$ cat src/rtl/chain_codec_pkg.sv
package chain_codec_pkg;
    localparam int FRAME_W = 32;
    localparam int DEV_W   = 5;
    localparam int REG_W   = 6;
    localparam int BYTE_W  = 8;
    localparam int CHAN_W  = 4;
    localparam int RES_W   = 12;
    localparam int CRC_W   = 8;
    localparam int CRC_IN_W = 24;
    localparam logic [CRC_W-1:0] CRC_POLY = 8'h2F;
    localparam logic [2:0] WR_TAIL  = 3'b010;
    localparam logic [DEV_W-1:0] IDLE_DEV = 5'h1F;

    typedef struct packed {
        logic [DEV_W-1:0]  dev;
        logic [REG_W-1:0]  regaddr;
        logic [BYTE_W-1:0] data;
        logic              all;
    } wr_req_t;

    typedef struct packed {
        logic [DEV_W-1:0]  dev;
        logic [CHAN_W-1:0] chan;
        logic [RES_W-1:0]  result;
        logic [REG_W-1:0]  regaddr;
        logic [BYTE_W-1:0] rbyte;
    } rd_fields_t;

    // one table step: eight shifts, polynomial folded in on carry-out
    function automatic logic [CRC_W-1:0] crc_step(input logic [CRC_W-1:0] c_in);
        logic [CRC_W-1:0] c;
        c = c_in;
        for (int i = 0; i < 8; i++) begin
            if (c[CRC_W-1]) c = (c << 1) ^ CRC_POLY;
            else            c = c << 1;
        end
        return c;
    endfunction

    // two stepped bytes, last byte folded in raw
    function automatic logic [CRC_W-1:0] crc_code(input logic [CRC_IN_W-1:0] v);
        logic [CRC_W-1:0] c;
        c = crc_step(v[23:16]);
        c = crc_step(c ^ v[15:8]);
        return c ^ v[7:0];
    endfunction
endpackage

$ cat src/rtl/codec_frame_builder.sv
module codec_frame_builder
    import chain_codec_pkg::*;
(
    input  wr_req_t              req,
    output logic [FRAME_W-1:0]   frame
);
    localparam int HEAD_W = DEV_W + REG_W + BYTE_W + 1;
    localparam int COVER_W = HEAD_W + 1;

    logic [HEAD_W-1:0]  head;
    logic [COVER_W-1:0] covered;
    logic [CRC_W-1:0]   code;

    always_comb begin
        head    = req;
        covered = {head, 1'b0};
        code    = crc_code({{(CRC_IN_W-COVER_W){1'b0}}, covered});
        frame   = {covered, code, WR_TAIL};
    end
endmodule

$ cat src/rtl/codec_frame_checker.sv
module codec_frame_checker
    import chain_codec_pkg::*;
(
    input  logic [FRAME_W-1:0] frame,
    output logic               code_bad,
    output logic [DEV_W-1:0]   dev,
    output logic [CHAN_W-1:0]  chan,
    output logic [RES_W-1:0]   result,
    output logic [REG_W-1:0]   regaddr,
    output logic [BYTE_W-1:0]  rbyte
);
    localparam int COVER_W = FRAME_W - 10;

    logic [CRC_W-1:0] recomputed;

    always_comb begin
        recomputed = crc_code({{(CRC_IN_W-COVER_W){1'b0}}, frame[FRAME_W-1:10]});
        code_bad   = (recomputed != frame[9:2]);
        dev        = frame[31:27];
        chan       = frame[26:23];
        result     = frame[22:11];
        regaddr    = frame[26:21];
        rbyte      = frame[20:13];
    end
endmodule

$ cat src/rtl/chain_frame_codec.sv
module chain_frame_codec
    import chain_codec_pkg::*;
(
    input  logic               clk,
    input  logic               rst,
    input  logic               wr_valid,
    input  logic [4:0]         wr_dev,
    input  logic [5:0]         wr_reg,
    input  logic [7:0]         wr_data,
    input  logic               wr_all,
    input  logic               rd_idle,
    output logic [31:0]        tx_frame,
    output logic               tx_valid,
    input  logic               rx_valid,
    input  logic [31:0]        rx_frame,
    input  logic               rx_mode,
    output logic               rx_done,
    output logic               crc_err,
    output logic [4:0]         rd_dev,
    output logic [3:0]         rd_chan,
    output logic [11:0]        rd_result,
    output logic [5:0]         rd_reg,
    output logic [7:0]         rd_byte
);
    wr_req_t            req, idle_req;
    logic [FRAME_W-1:0] req_frame, idle_frame;
    logic               code_bad;
    rd_fields_t         dec, held;

    always_comb begin
        req      = '{dev: wr_dev, regaddr: wr_reg, data: wr_data, all: wr_all};
        idle_req = '{dev: IDLE_DEV, regaddr: '0, data: '0, all: 1'b0};
    end

    codec_frame_builder u_build (.req(req), .frame(req_frame));
    codec_frame_builder u_idle  (.req(idle_req), .frame(idle_frame));

    codec_frame_checker u_check (
        .frame   (rx_frame),
        .code_bad(code_bad),
        .dev     (dec.dev),
        .chan    (dec.chan),
        .result  (dec.result),
        .regaddr (dec.regaddr),
        .rbyte   (dec.rbyte)
    );

    always_ff @(posedge clk) begin
        if (rst) begin
            tx_frame <= idle_frame;
            tx_valid <= 1'b0;
        end else begin
            tx_valid <= wr_valid;
            if (wr_valid)     tx_frame <= req_frame;
            else if (rd_idle) tx_frame <= idle_frame;
        end
    end

    always_ff @(posedge clk) begin
        if (rst) begin
            held    <= '0;
            rx_done <= 1'b0;
            crc_err <= 1'b0;
        end else begin
            rx_done <= rx_valid;
            crc_err <= rx_valid && code_bad;
            if (rx_valid) begin
                held.dev <= dec.dev;
                if (rx_mode) begin
                    held.regaddr <= dec.regaddr;
                    held.rbyte   <= dec.rbyte;
                end else begin
                    held.chan    <= dec.chan;
                    held.result  <= dec.result;
                end
            end
        end
    end

    assign rd_dev    = held.dev;
    assign rd_chan   = held.chan;
    assign rd_result = held.result;
    assign rd_reg    = held.regaddr;
    assign rd_byte   = held.rbyte;
endmodule

$ cat config.mk
export PLATFORM = sky130hd
export DESIGN_NAME = chain_frame_codec
export DESIGN_NICKNAME = d
export VERILOG_FILES = /design/src/rtl/chain_codec_pkg.sv /design/src/rtl/codec_frame_builder.sv /design/src/rtl/codec_frame_checker.sv /design/src/rtl/chain_frame_codec.sv
export SDC_FILE = /design/constraint.sdc
export NUM_CORES = 1
export LEC_CHECK = 0
export CORE_UTILIZATION = 30
export DETAILED_ROUTE_END_ITERATION = 6
export PLACE_DENSITY = 0.58
export SETUP_SLACK_MARGIN = 0.02
export SLEW_MARGIN = 20
export SYNTH_ARGS = -nofsm -noshare
export SYNTH_HDL_FRONTEND = slang
export SYNTH_SLANG_ARGS = --single-unit
$ cat constraint.sdc
create_clock -name clk -period 3.5 [get_ports clk]
set_clock_uncertainty 0.15 [all_clocks]
set_input_delay 0.7 -clock clk [delete_from_list [all_inputs] [get_ports clk]]
set_output_delay 0.7 -clock clk [all_outputs]
set_load 0.1 [all_outputs]
* Word level (Yosys, flattened, before mapping)
Index checks and enable logic that the tools add are counted.
W data, S select, Z words.
** Cells by class
- Add/sub/neg operators :: 0
- Multipliers :: 0
- Div/mod/pow operators :: 0
- Order comparisons :: 0
- Equality and inequality tests :: 1
- Shift-type cells :: 0
- Muxes and demuxes :: 29
- Bitwise operators :: 32
- Reduce and logical (&&, ||, !) cells :: 4
** Operators with widths (count)
- $mux W6 :: 27
- $not A5 Y5 :: 27
- $mux W32 :: 2
- $xor A8 B8 Y8 :: 4
- $ne A8 B8 Y1 :: 1
- $reduce_and A2 Y1 :: 2
- $reduce_bool A2 Y1 :: 1
- $logic_and A1 B1 Y1 :: 1
- $not A1 Y1 :: 1
** Storage, ports and cells
- Register bits :: 66
- Latch bits :: 0
- Bits in writable memories :: 0
- ROM bits :: 0
- Output and inout bits :: 70
- Memories :: 0

* Logic depth before layout (Yosys ltp)
- Depth in word-level cells :: 32
- Depth in mapped cells :: 7

* Modules after synthesis
A second synthesis with hierarchy kept.
** Second synthesis, totals
- Cells, all modules :: 457
- Area, all modules :: 5180.0 um^2
** Modules (own cells, without submodules)
- chain_frame_codec :: instances 1, cells each 228, area each 3052.9 um^2, sequential area each 1721.7 um^2
- codec_frame_builder :: instances 2, cells each 67, area each 644.4 um^2, sequential area each 0.0 um^2
- codec_frame_checker :: instances 1, cells each 95, area each 838.3 um^2, sequential area each 0.0 um^2

* Worst setup path before layout
No wires, ideal clock.
- Kind :: input -> register
- From :: in rx_frame[26]
- To :: reg crc_err
- Arrival time :: 2588 ps
- Required time :: 3207 ps
- Setup slack :: 619 ps
- Stages on the path :: 7
- Cell sequence :: clkbuf_2 > xnor2_1 > xnor3_2 > xnor3_1 > or4_1 > nand2_1 > a41oi_1
** Between the ends
- Cells in the longest elaborated chain, start to end :: 20
- Elaborated cells on any way between the ends :: 26
- Classes of those cells :: eq/ne: 1; mux: 12; bitwise: 12; reduce/logical: 1
** Ends and longest elaborated chain
- start, declared :: RTL line chain_frame_codec.sv:15 : input logic [31:0] rx_frame,
- $not A5 Y5 (no line)
- $mux W6 (*) (2 in a row) :: RTL line chain_codec_pkg.sv:34 : if (c[CRC_W-1]) c = (c << 1) ^ CRC_POLY;
- $not A5 Y5 (no line)
- $mux W6 (*) (2 in a row) :: RTL line chain_codec_pkg.sv:34
- $xor A8 B8 Y8 (*) :: RTL line chain_codec_pkg.sv:44 : c = crc_step(c ^ v[15:8]);
- $not A5 Y5 (no line) or $mux W6 (tied branches)
- $mux W6 or $not A5 Y5 (tied branches)
- $not A5 Y5 (no line) or $mux W6 (tied branches)
- $mux W6 or $not A5 Y5 (tied branches)
- $not A5 Y5 (no line) or $mux W6 (tied branches)
- $mux W6 or $not A5 Y5 (tied branches) (2 in a row)
- $not A5 Y5 (no line) or $mux W6 (tied branches)
- $mux W6 or $not A5 Y5 (tied branches)
- $mux W6 :: RTL line chain_codec_pkg.sv:34
- $xor A8 B8 Y8 (*) :: RTL line chain_codec_pkg.sv:45 : return c ^ v[7:0];
- $ne A8 B8 Y1 (*) :: RTL line codec_frame_checker.sv:18 : code_bad = (recomputed != frame[9:2]);
- $logic_and A1 B1 Y1 (*) :: RTL line chain_frame_codec.sv:66 : crc_err <= rx_valid && code_bad;
- end signal, assigned :: RTL line chain_frame_codec.sv:66
- end, declared :: RTL line chain_frame_codec.sv:18 : output logic crc_err,
Mark *: on every way between the ends. The rest lies on a longest branch, timed or not.
A chain may end at the register's enable or synchronous reset.

* Worst setup path in the final report
- From :: in rx_frame[28]
- To :: reg crc_err
** Between the ends
- Cells in the longest elaborated chain, start to end :: 21
- Elaborated cells on any way between the ends :: 27
- Classes of those cells :: eq/ne: 1; mux: 12; bitwise: 13; reduce/logical: 1
** Ends and longest elaborated chain (RTL line)
- $not A5 Y5 (no line)
- $mux W6 (*) (2 in a row) :: chain_codec_pkg.sv:34
- $not A5 Y5 (no line)
- $mux W6 :: chain_codec_pkg.sv:34
- $not A5 Y5 (no line)
- $mux W6 :: chain_codec_pkg.sv:34
- $xor A8 B8 Y8 (*) :: chain_codec_pkg.sv:44
- $not A5 Y5 (no line) or $mux W6 (tied branches)
- [... 4 more ...]
- $mux W6 :: chain_codec_pkg.sv:34
- $not A5 Y5 (no line)
- $mux W6 :: chain_codec_pkg.sv:34
- $not A5 Y5 (no line)
- $mux W6 :: chain_codec_pkg.sv:34
- $xor A8 B8 Y8 (*) :: chain_codec_pkg.sv:45
- $ne A8 B8 Y1 (*) :: codec_frame_checker.sv:18
- $logic_and A1 B1 Y1 (*) :: chain_frame_codec.sv:66
Marked as above.

==> out/qor.yml <==
critical_path:
  end_kind: "flip-flop"
  reg2regPathDepth: 2
  critPathMaxFanout: 3
  critPathArrivalTime_ns: 2.96
  required_ns: 3.56
  worst_path_max_delay_cell: "clkdlybuf4s50_1"
  crit_chain: "clkdlybuf4s50_1, xnor3_1, xnor3_2, xnor3_1, or4_1, nand2_1, a41oi_1"
  r2r_setup_slack_ns: 2.68
  rr_endpoint: "rd_result[0]"
  slowest_delay_ns: 0.53
  reg2reg_from: "rd_result[0]"
  path_class: "input pin to flip-flop"
  cp_common_cell: "xnor3_1"
  cp-start-kind: "input pin"
logic_synthesis:
  synth.avg_cell_area_um2: 9.604
  async_flop_share_pct: 0
  ys_seq_area_share_pct: 41.69
  yosys_warnings: 0
  synth.distinct_cells: 32
  synth_cells: 330
  synth-edff-count: 0
  synthFlopType: "dfxtp_1"
  synth_seq_cells: 66
  synthesis.area_um2: 3169
routing:
  antenna_left: 0
  drt_pass1_iterations: 4
  vias: 2619
  first_iter_violations: 34
  wire_per_inst_um: 14.76
  via_per_inst: 4.431
  drt_wl_total_mm: 8.724
  route.detailed.drc: 0
clocking:
  htreeDepth: 3
  cts_resized: 0
  root_buffer: "clkbuf_8"
  hold_buffers: 0
  clkLatencyLatePin_ns: 0.34
  path_clk_slew_ns: 0.07
  cts_tree: "built"
  clock_sinks: 66
  cts_buffers: 9
  post_cts_buffers: 0
  clock_path_buffers: 2
global_route:
  grtUsageTotal_pct: 16.43
  grt_pass1_vias: 2636
  grt_pass1_wl_mm: 13.83
  antenna_found_initial: 0
  overflow: 0
  grt_max_degree: 38
die:
  ios: 128
  die-height_um: 104.8
  die_area_um2: 10980
  initial_core_util_pct: 30.84
  core_area_um2: 10280
  floorplan.rows: 37
  die_w_um: 104.8
min_path:
  min_path_cells: 2
  min_to: "tx_frame[5]"
  hold_class: "flip-flop to flip-flop"
  hp-start: "tx_frame[5]"
layout:
  top_register: "tx_frame"
  area_delta_synth_final_pct: 45.24
  antennaDiodeCount: 0
  largest_reg_flops: 28
  final_util_pct: 44.79
  layout-drive-gt1-share_pct: 22.42
  n_fill_cell: 998
  fin_nets: 508
  fin_area_um2: 4603
placement:
  postPlaceCellArea_um2: 4375
  place_hpwl_mm: 6.592
  numPortBuffers: 121
  place.gp.congestion: 0.8228
sta:
  final-setup-viol-count: 0
  timing.setup.tns_ns: 0
  worst_pin_slew_ns: 0.6816
  fmax_mhz: 344.8
  min_period_ns: 2.901
  hold_viol_final: 0
  final-max-slew-violation-count: 0
  slew_headroom_pct: 54.56
  finalCritPeriodShare_pct: 82.87
  rsz0062_at_grt: "false"
pwr:
  ir_drop_v: 0.0002427
  power_density_nw_per_um2: 587.7
  leakagePower_uw: 0.001946
outcome:
  outcome: "completed"
run:
  drv_cap: 0
-- cells by family after synthesis --
kind of cell / Yosys count / share of synthesized area, %
XOR/XNOR: 84 / 29.53
AND/OR/NAND/NOR: 84 / 10.74
flip-flops: 66 / 41.69
AO/OA/AOI/OAI: 60 / 12.20
buffers and inverters: 29 / 4.027
multiplexers: 5 / 1.579
other: 2 / 0.2370
-- area by class of cell --
class / instances / area (um2) / share of cell area, %
clock inverter: 6 / 90.09 / 1.957
sequential: 66 / 1321 / 28.70
timing repair buffer: 134 / 1144 / 24.84
tap: 136 / 170.2 / 3.697
multi-input combinational: 237 / 1733 / 37.65
inverter: 2 / 7.507 / 0.1631
clock buffer: 10 / 137.6 / 2.990
-- metal layers --
layer	global-route usage, %	up-vias	part of all wire [%]
li1	-	1317	-
met4	4.930	0	1.1
met2	27.77	104	48
met5	0	-	0
met1	18.78	1190	42
met3	6.987	8	8.8
-- through the flow --
step,total power [uW],setup slack (ns),cells,hold WS [ns]
2_1_floorplan,1733,0.6192,332,0.6691
3_3_place_gp,1989,0.2553,575,0.2870
3_5_place_dp,1995,0.2381,575,0.2948
6_report,2705,0.5994,591,0.2978
5_1_grt,2839,0.5169,591,0.3284
4_1_cts,2743,0.6100,591,0.3058
-- report_power, final --
| part | internal [uW] | switching [uW] | total (uW) |
|---|---|---|---|
| clock | 422 | 314 | 735 |
| combinational | 400 | 730 | 1130 |
| sequential | 810 | 30.3 | 840 |
-- worst max-delay path: cells and delay by family --
family                 cells  cell delay (ns)
AO/OA/AOI/OAI              1             0.10
XOR/XNOR                   3             1.08
buffers and inverters      1             0.53
AND/OR/NAND/NOR            2             0.55
-- worst max-delay path by stage --
stage            startpoint      end  slack [ns]
6_report       rx_frame[28]  crc_err        0.60
5_1_grt        rx_frame[28]  crc_err        0.52
4_1_cts        rx_frame[28]  crc_err        0.61
3_5_place_dp   rx_frame[28]  crc_err        0.24
3_3_place_gp   rx_frame[28]  crc_err        0.26
2_1_floorplan  rx_frame[26]  crc_err        0.62
-- cell usage in the layout (no fill, tap or decap), drive strengths merged --
cell	count
a21oi	33
a22o	16
a41oi	1
and2	1
buf	79
bufinv	2
clkbuf	10
clkdlybuf4s50	55
clkinv	3
clkinvlp	1
conb	4
dfxtp	66
inv	2
mux2i	5
nand2	66
nand2b	3
nand4	2
nor2	8
nor2b	1
nor3	1
o21ai	4
o22a	5
o41ai	1
or3	1
or4	1
xnor2	56
xnor3	12
xor2	16
-- synth_stat cells (4+ instances only) --
| cell type | n | area [um2] |
|---|---|---|
| dfxtp_1 | 66 | 1321 |
| nand2_1 | 66 | 247.7 |
| xnor2_1 | 53 | 464.2 |
| a21oi_1 | 33 | 165.2 |
| clkbuf_1 | 18 | 67.56 |
| a22o_1 | 16 | 140.1 |
| xor2_1 | 15 | 131.4 |
| xnor3_1 | 10 | 225.2 |
| nor2_1 | 8 | 30.03 |
| mux2i_1 | 5 | 50.05 |
| o22a_1 | 5 | 43.79 |
| buf_4 | 4 | 30.03 |
Note: power is estimated with default switching activity, not from simulation.
